### config.mk
export PLATFORM = sky130hd
export DESIGN_NAME = pio_port
export DESIGN_NICKNAME = d
export VERILOG_FILES = /design/src/rtl/pio_pkg.sv /design/src/rtl/pio_ctrl.sv /design/src/rtl/pio_hs_chan.sv /design/src/rtl/pio_port.sv
export SDC_FILE = /design/constraint.sdc
export NUM_CORES = 1
export LEC_CHECK = 0
export CORE_ASPECT_RATIO = 0.7
export CORE_UTILIZATION = 52
export CTS_BUF_LIST = sky130_fd_sc_hd__clkbuf_4 sky130_fd_sc_hd__clkbuf_8
export CTS_CLUSTER_SIZE = 24
export DETAILED_ROUTE_END_ITERATION = 7
export PLACE_DENSITY = 0.83
export SYNTH_ARGS = -nofsm -noshare
export SYNTH_HDL_FRONTEND = slang
export SYNTH_SLANG_ARGS = --single-unit
### constraint.sdc
create_clock -name clk -period 1.72 [get_ports clk]
set_input_delay 0.344 -clock clk [delete_from_list [all_inputs] [get_ports clk]]
set_output_delay 0.344 -clock clk [all_outputs]
set_load 0.02 [all_outputs]
### src/rtl/pio_pkg.sv
package pio_pkg;

  localparam int PORT_W = 8;

  // Port C line roles while a group runs a handshake
  localparam int PC_INT_B  = 0;
  localparam int PC_FLAG_B = 1;
  localparam int PC_HS_B   = 2;
  localparam int PC_INT_A  = 3;
  localparam int PC_STB_A  = 4;
  localparam int PC_IBF_A  = 5;
  localparam int PC_ACK_A  = 6;
  localparam int PC_OBF_A  = 7;

  typedef enum logic [1:0] {
    GM_BASIC    = 2'd0,
    GM_STROBED  = 2'd1,
    GM_BIDIR    = 2'd2
  } grp_mode_e;

  typedef struct packed {
    grp_mode_e a_mode;
    logic      a_in;
    logic      cu_in;
    logic      b_strobed;
    logic      b_in;
    logic      cl_in;
  } pio_cfg_t;

  localparam pio_cfg_t CFG_RESET = '{a_mode: GM_BASIC, a_in: 1'b1, cu_in: 1'b1,
                                     b_strobed: 1'b0, b_in: 1'b1, cl_in: 1'b1};

  function automatic pio_cfg_t decode_mode_word(input logic [7:0] w);
    pio_cfg_t c;
    if (w[6])      c.a_mode = GM_BIDIR;
    else if (w[5]) c.a_mode = GM_STROBED;
    else           c.a_mode = GM_BASIC;
    c.a_in      = w[4];
    c.cu_in     = w[3];
    c.b_strobed = w[2];
    c.b_in      = w[1];
    c.cl_in     = w[0];
    return c;
  endfunction

  function automatic logic a_in_side(input pio_cfg_t c);
    return (c.a_mode == GM_BIDIR) || (c.a_mode == GM_STROBED && c.a_in);
  endfunction

  function automatic logic a_out_side(input pio_cfg_t c);
    return (c.a_mode == GM_BIDIR) || (c.a_mode == GM_STROBED && !c.a_in);
  endfunction

  // Port C lines taken over by handshake signalling
  function automatic logic [7:0] hs_owned(input pio_cfg_t c);
    logic [7:0] m;
    m = '0;
    if (a_in_side(c) || a_out_side(c)) m[PC_INT_A] = 1'b1;
    if (a_in_side(c))  begin m[PC_STB_A] = 1'b1; m[PC_IBF_A] = 1'b1; end
    if (a_out_side(c)) begin m[PC_ACK_A] = 1'b1; m[PC_OBF_A] = 1'b1; end
    if (c.b_strobed)   m[2:0] = 3'b111;
    return m;
  endfunction

endpackage

### src/rtl/pio_ctrl.sv
module pio_ctrl
  import pio_pkg::*;
(
  input  logic       clk,
  input  logic       rst_n,
  input  logic       wr_en,
  input  logic [1:0] addr,
  input  logic [7:0] wdata,
  output pio_cfg_t   cfg_o,
  output logic [7:0] pc_latch_o,
  output logic       inte_a_in_o,
  output logic       inte_a_out_o,
  output logic       inte_b_o,
  output logic       mode_wr_o
);

  logic       bsr_wr, pc_wr;
  logic [2:0] bsr_idx;
  logic [7:0] owned;

  assign mode_wr_o = wr_en && (addr == 2'd3) && wdata[7];
  assign bsr_wr    = wr_en && (addr == 2'd3) && !wdata[7];
  assign pc_wr     = wr_en && (addr == 2'd2);
  assign bsr_idx   = wdata[3:1];
  assign owned     = hs_owned(cfg_o);

  always_ff @(posedge clk) begin
    if (!rst_n) begin
      cfg_o        <= CFG_RESET;
      pc_latch_o   <= '0;
      inte_a_in_o  <= 1'b0;
      inte_a_out_o <= 1'b0;
      inte_b_o     <= 1'b0;
    end else if (mode_wr_o) begin
      cfg_o        <= decode_mode_word(wdata);
      pc_latch_o   <= '0;
      inte_a_in_o  <= 1'b0;
      inte_a_out_o <= 1'b0;
      inte_b_o     <= 1'b0;
    end else if (bsr_wr) begin
      if (owned[bsr_idx]) begin
        if (bsr_idx == 3'(PC_STB_A)) inte_a_in_o  <= wdata[0];
        if (bsr_idx == 3'(PC_ACK_A)) inte_a_out_o <= wdata[0];
        if (bsr_idx == 3'(PC_HS_B))  inte_b_o     <= wdata[0];
      end else begin
        pc_latch_o[bsr_idx] <= wdata[0];
      end
    end else if (pc_wr) begin
      pc_latch_o <= (pc_latch_o & owned) | (wdata & ~owned);
    end
  end

  // a mode word leaves latch and enables cleared
  p_mode_clears_r2: assert property (@(posedge clk) disable iff (!rst_n)
    mode_wr_o |=> (pc_latch_o == 8'h00) && !inte_a_in_o && !inte_a_out_o && !inte_b_o);

  // a bit set/reset word moves at most one latch bit
  p_bsr_one_bit_r5: assert property (@(posedge clk) disable iff (!rst_n)
    bsr_wr |=> $countones(pc_latch_o ^ $past(pc_latch_o)) <= 1);

  // configuration untouched by a bit set/reset word
  p_bsr_cfg_kept_r5: assert property (@(posedge clk) disable iff (!rst_n)
    bsr_wr |=> $stable(cfg_o));

endmodule

### src/rtl/pio_hs_chan.sv
module pio_hs_chan #(
  parameter int W = 8
) (
  input  logic         clk,
  input  logic         rst_n,
  input  logic         clr_i,
  input  logic         in_side_i,
  input  logic         out_side_i,
  input  logic         stb_n_i,
  input  logic         ack_n_i,
  input  logic [W-1:0] data_i,
  input  logic         rd_i,
  input  logic         wr_i,
  input  logic         inte_in_i,
  input  logic         inte_out_i,
  output logic [W-1:0] data_q_o,
  output logic         ibf_o,
  output logic         obf_o,
  output logic         intr_o
);

  logic stb_q, ack_q;
  logic stb_fall, stb_rise, ack_fall, rd_hit, wr_hit;
  logic intr_in, intr_out;

  assign stb_fall = in_side_i && stb_q && !stb_n_i;
  assign stb_rise = in_side_i && !stb_q && stb_n_i;
  assign ack_fall = out_side_i && ack_q && !ack_n_i;
  assign rd_hit   = rd_i && in_side_i;
  assign wr_hit   = wr_i && out_side_i;
  assign intr_o   = intr_in || intr_out;

  always_ff @(posedge clk) begin
    if (!rst_n) begin
      stb_q <= 1'b1;
      ack_q <= 1'b1;
    end else begin
      stb_q <= stb_n_i;
      ack_q <= ack_n_i;
    end
  end

  always_ff @(posedge clk) begin
    if (!rst_n || clr_i) begin
      data_q_o <= '0;
      ibf_o    <= 1'b0;
      obf_o    <= 1'b0;
      intr_in  <= 1'b0;
      intr_out <= 1'b0;
    end else begin
      // input side: a new capture outranks the read that would empty it
      if (stb_fall) begin
        data_q_o <= data_i;
        ibf_o    <= 1'b1;
      end else if (rd_hit) begin
        ibf_o    <= 1'b0;
      end
      if (rd_hit)
        intr_in <= 1'b0;
      else if (stb_rise && ibf_o && inte_in_i)
        intr_in <= 1'b1;
      // output side: host write outranks the acknowledge
      if (wr_hit) begin
        obf_o    <= 1'b1;
        intr_out <= 1'b0;
      end else if (ack_fall) begin
        obf_o    <= 1'b0;
        intr_out <= inte_out_i;
      end
    end
  end

  p_stb_latches_r6: assert property (@(posedge clk) disable iff (!rst_n)
    stb_fall && !clr_i |=> ibf_o && (data_q_o == $past(data_i)));

  p_rd_clears_r6: assert property (@(posedge clk) disable iff (!rst_n)
    rd_hit && !stb_fall && !clr_i |=> !ibf_o && !intr_in);

  p_wr_wins_r11: assert property (@(posedge clk) disable iff (!rst_n)
    wr_hit && !clr_i |=> obf_o && !intr_out);

  p_ack_empties_r8: assert property (@(posedge clk) disable iff (!rst_n)
    ack_fall && !wr_hit && !clr_i |=> !obf_o);

  p_intr_needs_inte_r7: assert property (@(posedge clk) disable iff (!rst_n)
    $rose(intr_in) |-> $past(inte_in_i));

  p_clr_flags_r2: assert property (@(posedge clk) disable iff (!rst_n)
    clr_i |=> !ibf_o && !obf_o && !intr_o);

endmodule

### src/rtl/pio_port.sv
module pio_port
  import pio_pkg::*;
(
  input  logic       clk,
  input  logic       rst_n,
  input  logic [1:0] cpu_addr,
  input  logic       cpu_wr,
  input  logic       cpu_rd,
  input  logic [7:0] cpu_wdata,
  output logic [7:0] cpu_rdata,
  input  logic [7:0] pa_in,
  output logic [7:0] pa_out,
  output logic       pa_oe,
  input  logic [7:0] pb_in,
  output logic [7:0] pb_out,
  output logic       pb_oe,
  input  logic [7:0] pc_in,
  output logic [7:0] pc_out,
  output logic [7:0] pc_oe,
  output logic       intr_a,
  output logic       intr_b
);

  localparam int PW     = PORT_W;
  localparam int N_CHAN = 2;

  pio_cfg_t   cfg;
  logic [7:0] pc_latch;
  logic       inte_a_in, inte_a_out, inte_b, mode_wr;
  logic       a_in_s, a_out_s, b_in_s, b_out_s, a_drives;
  logic       sel_a, sel_b;
  logic [PW-1:0] pa_latch, pb_latch;
  logic [7:0] pc_view;

  logic [N_CHAN-1:0] ch_in_side, ch_out_side, ch_stb, ch_ack, ch_rd, ch_wr;
  logic [N_CHAN-1:0] ch_inte_in, ch_inte_out, ch_ibf, ch_obf, ch_intr;
  logic [PW-1:0]     ch_din [N_CHAN];
  logic [PW-1:0]     ch_q   [N_CHAN];

  pio_ctrl u_ctrl (
    .clk         (clk),
    .rst_n       (rst_n),
    .wr_en       (cpu_wr),
    .addr        (cpu_addr),
    .wdata       (cpu_wdata),
    .cfg_o       (cfg),
    .pc_latch_o  (pc_latch),
    .inte_a_in_o (inte_a_in),
    .inte_a_out_o(inte_a_out),
    .inte_b_o    (inte_b),
    .mode_wr_o   (mode_wr)
  );

  assign a_in_s   = a_in_side(cfg);
  assign a_out_s  = a_out_side(cfg);
  assign b_in_s   = cfg.b_strobed && cfg.b_in;
  assign b_out_s  = cfg.b_strobed && !cfg.b_in;
  assign a_drives = !cfg.a_in || (cfg.a_mode == GM_BIDIR);
  assign sel_a    = (cpu_addr == 2'd0);
  assign sel_b    = (cpu_addr == 2'd1);

  // channel 0 serves port A, channel 1 serves port B
  assign ch_in_side  = {b_in_s, a_in_s};
  assign ch_out_side = {b_out_s, a_out_s};
  assign ch_stb      = {pc_in[PC_HS_B], pc_in[PC_STB_A]};
  assign ch_ack      = {pc_in[PC_HS_B], pc_in[PC_ACK_A]};
  assign ch_rd       = {cpu_rd && sel_b, cpu_rd && sel_a};
  assign ch_wr       = {cpu_wr && sel_b, cpu_wr && sel_a};
  assign ch_inte_in  = {inte_b, inte_a_in};
  assign ch_inte_out = {inte_b, inte_a_out};
  assign ch_din[0]   = pa_in;
  assign ch_din[1]   = pb_in;

  for (genvar g = 0; g < N_CHAN; g++) begin : g_chan
    pio_hs_chan #(.W(PW)) u_chan (
      .clk       (clk),
      .rst_n     (rst_n),
      .clr_i     (mode_wr),
      .in_side_i (ch_in_side[g]),
      .out_side_i(ch_out_side[g]),
      .stb_n_i   (ch_stb[g]),
      .ack_n_i   (ch_ack[g]),
      .data_i    (ch_din[g]),
      .rd_i      (ch_rd[g]),
      .wr_i      (ch_wr[g]),
      .inte_in_i (ch_inte_in[g]),
      .inte_out_i(ch_inte_out[g]),
      .data_q_o  (ch_q[g]),
      .ibf_o     (ch_ibf[g]),
      .obf_o     (ch_obf[g]),
      .intr_o    (ch_intr[g])
    );
  end

  always_ff @(posedge clk) begin
    if (!rst_n || mode_wr) begin
      pa_latch <= '0;
      pb_latch <= '0;
    end else begin
      if (cpu_wr && sel_a && a_drives) pa_latch <= cpu_wdata;
      if (cpu_wr && sel_b && !cfg.b_in) pb_latch <= cpu_wdata;
    end
  end

  assign pa_out = pa_latch;
  assign pb_out = pb_latch;
  assign pa_oe  = (cfg.a_mode == GM_BIDIR) ? !pc_in[PC_ACK_A] : !cfg.a_in;
  assign pb_oe  = !cfg.b_in;
  assign intr_a = ch_intr[0];
  assign intr_b = ch_intr[1];

  always_comb begin
    for (int i = 0; i < 8; i++) begin
      pc_out[i] = pc_latch[i];
      pc_oe[i]  = (i >= 4) ? !cfg.cu_in : !cfg.cl_in;
    end
    if (a_in_s || a_out_s) begin
      pc_out[PC_INT_A] = ch_intr[0];
      pc_oe[PC_INT_A]  = 1'b1;
    end
    if (a_in_s) begin
      pc_out[PC_IBF_A] = ch_ibf[0];
      pc_oe[PC_IBF_A]  = 1'b1;
      pc_out[PC_STB_A] = 1'b0;
      pc_oe[PC_STB_A]  = 1'b0;
    end
    if (a_out_s) begin
      pc_out[PC_OBF_A] = !ch_obf[0];
      pc_oe[PC_OBF_A]  = 1'b1;
      pc_out[PC_ACK_A] = 1'b0;
      pc_oe[PC_ACK_A]  = 1'b0;
    end
    if (cfg.b_strobed) begin
      pc_out[PC_INT_B]  = ch_intr[1];
      pc_oe[PC_INT_B]   = 1'b1;
      pc_out[PC_FLAG_B] = cfg.b_in ? ch_ibf[1] : !ch_obf[1];
      pc_oe[PC_FLAG_B]  = 1'b1;
      pc_out[PC_HS_B]   = 1'b0;
      pc_oe[PC_HS_B]    = 1'b0;
    end
  end

  always_comb begin
    for (int i = 0; i < 8; i++)
      pc_view[i] = pc_oe[i] ? pc_out[i] : pc_in[i];
    if (a_in_s)        pc_view[PC_STB_A] = inte_a_in;
    if (a_out_s)       pc_view[PC_ACK_A] = inte_a_out;
    if (cfg.b_strobed) pc_view[PC_HS_B]  = inte_b;
  end

  always_comb begin
    unique case (cpu_addr)
      2'd0:    cpu_rdata = a_in_s ? ch_q[0] : (a_drives ? pa_latch : pa_in);
      2'd1:    cpu_rdata = b_in_s ? ch_q[1] : (!cfg.b_in ? pb_latch : pb_in);
      2'd2:    cpu_rdata = pc_view;
      default: cpu_rdata = 8'h00;
    endcase
  end

  // writing port A while it is a basic input leaves its latch alone
  p_input_write_ignored_r4: assert property (@(posedge clk) disable iff (!rst_n)
    cpu_wr && sel_a && cfg.a_mode == GM_BASIC && cfg.a_in |=> $stable(pa_out));

  // in bidirectional mode the latch holds while no host write arrives
  p_bidir_latch_held_r9: assert property (@(posedge clk) disable iff (!rst_n)
    cfg.a_mode == GM_BIDIR && !(cpu_wr && (sel_a || cpu_addr == 2'd3)) |=> $stable(pa_out));

  // strobe and acknowledge lines are never driven when a handshake owns them
  p_hs_inputs_free_r10: assert property (@(posedge clk) disable iff (!rst_n)
    !(a_in_s && pc_oe[PC_STB_A]) && !(a_out_s && pc_oe[PC_ACK_A]) && !(cfg.b_strobed && pc_oe[PC_HS_B]));

endmodule

# Word-level counts from Yosys, hierarchy flattened
# Cells that the tools add are included.
totals:
  reg_bits: 61
op_classes:
  magnitude_cmp: 2
  eq_ne: 9
  mux: 48
  bitwise_logic: 5
  reduce_logical: 70
ops:
  columns: ["cell", "n"]
  rows:
  - ["$mux 8", 7]
  - ["$logic_and 1x1->1", 35]
  - ["$mux 1", 27]
  - ["$pmux 8 s3", 1]
  - ["$and 8x8->8", 2]
  - ["$mux 2", 7]
  - ["$logic_not 1->1", 13]
  - ["$reduce_bool 2->1", 5]
  - ["$reduce_or 2->1", 5]
  - ["$mux 3", 3]
  - ["$reduce_and 3->1", 3]
  - ["$bwmux 8", 1]
  - ["$not 8->8", 1]
  - ["$or 8x8->8", 1]
  - ["$logic_or 1x1->1", 7]
  - ["$eq 2x2->1 const B", 3]
  - ["$eq 3x3->1 const B", 2]
  - ["$eq 2x1->1 const B", 2]
  - ["$lt 3x4->1 const B", 1]
  - ["$bmux 1 s3", 1]
  - ["$demux 1 s3", 1]
  - ["$eq 3x2->1 const B", 1]
  - ["$ge 3x1->1 const B", 1]
  - ["$logic_not 2->1", 1]
  - ["other kinds (3)", 3]

# Logic depth before layout (Yosys ltp)
depth:
  word_depth: 10
  mapped_depth: 7
  depth_no_buf: 4

# Modules after synthesis
# A second synthesis with hierarchy kept.
hier_totals:
  cells_unflattened: 442
  hier_area_um2: 3689.8
modules_own_cells:
  columns: ["mod", "n_inst", "cells_each", "area_each_um2", "seq_area_each_um2"]
  rows:
  - ["pio_port", 1, 214, 1585.3, 320.3]
  - ["pio_ctrl", 1, 132, 1083.5, 360.3]
  - ["pio_hs_chan", 2, 48, 510.5, 280.3]

# Worst setup path after synthesis
# No wires, ideal clock.
synth_path:
  path_kind: "register -> output"
  startpoint: "register u_ctrl.cfg_o[5] (netlist name)"
  endpoint: "output cpu_rdata[3]"
  arrival_ns: 1.786
  required_time_ns: 1.376
  slack_ns: -0.410
  stages_incl_launch_ff: 7
  cell_sequence: "dfxtp_1 nand2b_1 buf_4 buf_2 nand2_1 a211oi_1 o311ai_0"
synth_via:
  elab_chain_cells: 7
  elab_cells_between_ends: 14
  classes_between: "eq/ne (2); mux (6); reduce/logical (6)"
synth_rtl:
  columns: ["item", "line_no", "rtl"]
  rows:
  - ["start, declared", "pio_ctrl.sv:9", "output pio_cfg_t cfg_o,"]
  - ["start signal, assigned", "pio_ctrl.sv:35", "cfg_o <= decode_mode_word(wdata);"]
  - ["$eq 2x1->1", "pio_pkg.sv:47, pio_pkg.sv:51", null]
  - ["$logic_and 1x1->1, on equally long branches", "pio_pkg.sv:47, pio_pkg.sv:51", null]
  - ["$logic_or 1x1->1, on equally long branches", "pio_pkg.sv:47, pio_pkg.sv:51", null]
  - ["$logic_or 1x1->1", "pio_port.sv:117", "if (a_in_s || a_out_s) begin"]
  - ["$mux 1", "pio_port.sv:117", null]
  - ["$mux 1", "pio_port.sv:145", "pc_view[i] = pc_oe[i] ? pc_out[i] : pc_in[i];"]
  - ["$pmux 8 s3 (*)", "pio_port.sv:152", "unique case (cpu_addr)"]
  - ["end, declared", "pio_port.sv:10", "output logic [7:0] cpu_rdata,"]
# Every way passes the cells marked *; elsewhere a longest branch is shown, timed or not.

# Final worst setup path
layout_path:
  startpoint: "register u_ctrl.cfg_o[5] (netlist name)"
  endpoint: "output cpu_rdata[5]"
layout_via:
  elab_chain_cells: 6
  elab_cells_between_ends: 11
  classes_between: "eq/ne (2); mux (6); reduce/logical (3)"
layout_rtl:
  columns: ["item", "line_no", "rtl"]
  rows:
  - ["$eq 2x1->1", "pio_pkg.sv:47", "return (c.a_mode == GM_BIDIR) || (c.a_mode == GM_STROBED && c.a_in);"]
  - ["$logic_and 1x1->1", "pio_pkg.sv:47", null]
  - ["$logic_or 1x1->1", "pio_pkg.sv:47", null]
  - ["$mux 2", "pio_port.sv:121", "if (a_in_s) begin"]
  - ["$mux 1", "pio_port.sv:145", null]
  - ["$pmux 8 s3 (*)", "pio_port.sv:152", null]
# Marks and branches as above.

==> impl_summary.txt <==
----------------------------------------------------
[Clocking]
  Total CTS buffers ... 9
  H-tree depth reported by CTS ... 3
  Root buffer cell ... clkbuf_8
  Maximum clock path buffer count ... 2
  CTS tree ... built
  TritonCTS sink count ... 61
  Later-pin clock latency in the skew report ... 370 ps
  Worst-path clk slew ... 80 ps
  Hold buffer count at cts ... 0

[Timing]
  Clock Skews ... 16.0 ps
  Worst path setup slack after routing ... -877 ps
  Slew at the pin closest to its max-slew limit ... 571 ps
  Final setup viols ... 57
  Fmax ... 385 MHz
  Final hold violation count ... 0
  Unrepaired setup endpoints after global routing ... yes
  Max-slew violation total from the final report ... 0
  Time the final worst path needs with I/O delays and setup ... 2600 ps
  Sum Neg Setup Slack ... -12,950 ps
  Max transition margin ... 0.618
  Period utilisation layout ... 1.51

[Status]
  Result of the run ... finished with violations
  Violated checks ... DRC, setup timing

[Detailed routing]
  Total wirelength of the detailed-routed design ... 22,800 um
  Via/cell ratio ... 7.52
  DR iter-0 viols ... 1,270
  Via Count ... 5,380
  Detailed-route DRC error count ... 11
  Drt first pass iters ... 8
  Antenna-violating nets left ... 0
  Average wire per standard cell ... 31.9 um

[Synth]
  Syn Area/Cell ... 8.06 sq um
  Cell area after synthesis ... 3480 sq um
  Biggest area consumer among synthesized cells ... dfxtp_1
  EDFF count, synth ... 0
  Distinct cells, synth ... 52
  Primary flip-flop cell chosen by synthesis mapping ... dfxtp_1
  Dominant cells by area after synthesis ... dfxtp_1, mux2i_1, nand2_1
  Yosys reg bits ... 61
  Share of synthesized area occupied by flip-flops and latches ... 0.351
  Yosys top cell area share ... 0.351
  Nets in the synthesized netlist ... 469
  Share of flip-flops with an asynchronous set or reset ... 0
  Syn Inst Count ... 431
  Synthesis Warnings ... 0

[Final layout]
  Total area of sequential cells ... 1240 sq um
  Number of fillers in the final layout ... 133
  Final cell count without fillers ... 715
  Layout Area Growth over Synthesis ... 75.3%
  Total number of nets in the final design ... 656
  Share of cells above drive strength 1 ... 0.400
  Multi-input gate area ... 2500 sq um

[Worst setup path]
  Arrival time of data at the critical path endpoint ... 2250 ps
  Crit Path Class ... reg -> out
  Sort of element at the end of the critical path ... primary output
  Reg2Reg Depth ... 8
  Max FO, Critical Path ... 6
  Data required time of the worst path ... 1380 ps
  Type of element launching the critical path ... flip-flop

[Worst hold path]
  Number of instances on the worst hold path ... 2
  Worst min path class ... reg -> reg

[Floorplanning]
  Die Wd ... 99.7 um
  Height of the die ... 70.4 um
  Number of rows created at floorplan ... 24
  # IOs ... 82
  Initial core utilization ... 0.549
  Core area ... 6340 sq um
  Total die area ... 7020 sq um

[Power and ir drop]
  Net switching share of the total power ... 0.328
  Switching power ... 1.22 mW
  Static Leak ... 2.61 nW
  Power per standard cell area ... 610 nW/um^2
  Comb power frac ... 0.238
  Internal Pwr Total ... 2.50 mW
  Clock network fraction of design power ... 0.373
  Worst vdd rail ir drop ... 0.698 mV
  Sequential Power Share ... 0.389

[Placed design]
  Post-Place Setup Slack ... -872 ps
  Total placed cells including tap cells ... 674
  # port buffers ... 81
  Post-DP HPWL ... 9380 um
  Routability congestion estimate from global placement ... 1.02

[GRT]
  Pin count of the biggest net entering global routing ... 30
  Global-route wire length before repair ... 25,600 um
  Via count of the first global-routing pass ... 4,672
  Residual overflow from global routing ... 0
  Number of antenna violations at the first check in global routing ... 3
  Global-route total usage across every layer ... 0.488

[Job]
  Reported max-cap violation count ... 0

----------------------------------------------------
## metal layers
metal	part of all wire	routed length, um	GRT usage	up-vias
met4	0.13	2860	0.343	6
met5	0.0053	120	0	-
met2	0.37	8390	0.727	738
li1	-	-	-	1901
met3	0.19	4230	0.218	335
met1	0.32	7220	0.555	2400
## critical path, stage by stage (launching register included)
cell      delay [ps]
dfxtp_4          390
buf_6            140
nand2b_4         260
buf_6            160
o21ai_1          190
o221ai_2         350
o211ai_1         180
buf_4            190
## logic make-up after synthesis
logic type / synth area share
AOI/OAI and AO/OA: 0.195
muxes: 0.149
buffers and inverters: 0.0580
DFF: 0.351
and+or+nand+nor: 0.242
xor gates and xnor gates: 0.00504
## path summary, 6_finish.rpt
kind,start,end,slack [ps]
setup / recovery,u_ctrl.cfg_o[5],cpu_rdata[5],-880
hold reg to reg,g_chan[1].u_chan.data_q_o[6],g_chan[1].u_chan.data_q_o[6],470
setup reg to reg,u_ctrl.cfg_o[5],flip-flop,-250
hold / removal,g_chan[1].u_chan.data_q_o[6],g_chan[1].u_chan.data_q_o[6],470
## timing repair
action | CTS | global route
buffers inserted | 15 | 14
pin swaps | 14 | 23
resized for setup | 204 | 81
endpoints found under the setup margin | 52 | 65
cloned | 1 | 1
## power by group through the flow
| stage | clock network [mW] | logic [mW] | registers, mW |
|---|---|---|---|
| after global placement | 0 | 0.643 | 1.47 |
| after CTS | 1.31 | 0.699 | 1.44 |
| after floorplan | 0 | 0.298 | 1.47 |
| final | 1.39 | 0.884 | 1.45 |
| after global routing | 1.42 | 0.894 | 1.45 |
| after detailed placement | 0 | 0.659 | 1.48 |
## synth_stat cells (all sizes together) (2+ instances only)
cell / instances
a211oi: 2
a21o: 2
a21oi: 30
a22oi: 2
a31oi: 5
and2: 3
and3: 3
and4: 3
and4b: 3
buf: 18
clkbuf: 16
dfxtp: 61
inv: 10
mux2: 5
mux2i: 46
nand2: 71
nand2b: 13
nand3: 5
nand3b: 3
nand4: 2
nor2: 36
nor2b: 11
nor3: 6
nor3b: 6
nor4: 2
o211ai: 14
o21a: 6
o21ai: 18
o221ai: 7
o22ai: 5
or2: 3
xnor2: 2
## cells in the final DEF, fill, tap and decap left out, types with 5 or more instances in the layout
master,instances
dfxtp_1,54
nor2b_1,9
buf_12,8
a21oi_1,26
buf_4,98
mux2i_1,40
dlygate4sd2_1,14
o21ai_0,9
inv_1,10
mux2_2,5
clkbuf_8,9
clkdlybuf4s50_1,36
dlymetal6s2s_1,6
o21a_1,5
nor3b_1,5
buf_2,5
o211ai_1,14
nand2b_1,11
buf_6,38
nand2_2,6
nor2_1,26
nor2_4,6
nand2_1,63
## through the flow
| stage | utilization | area, sq um | hold slack [ps] | power (mW) |
|---|---|---|---|---|
| finish | 0.961 | 6090 | 468 | 3.72 |
| global route | 0.961 | 6090 | 505 | 3.76 |
| CTS | 0.891 | 5650 | 466 | 3.45 |
| detailed placement | 0.806 | 5110 | 455 | 2.13 |
| global placement | 0.806 | 5110 | 442 | 2.12 |
| floorplan | - | 3510 | 436 | 1.77 |
## layout make-up
| cell class | count | share of cell area |
|---|---|---|
| diodes | 1 | 0.000411 |
| clock buffers | 9 | 0.0203 |
| clock inverters | 7 | 0.0121 |
| inverters | 10 | 0.00616 |
| multi-input cells | 326 | 0.410 |
| flip-flops and latches | 61 | 0.204 |
| well taps | 91 | 0.0187 |
| repair buffers | 210 | 0.328 |
No activity file was read; power rests on OpenSTA's default activity.
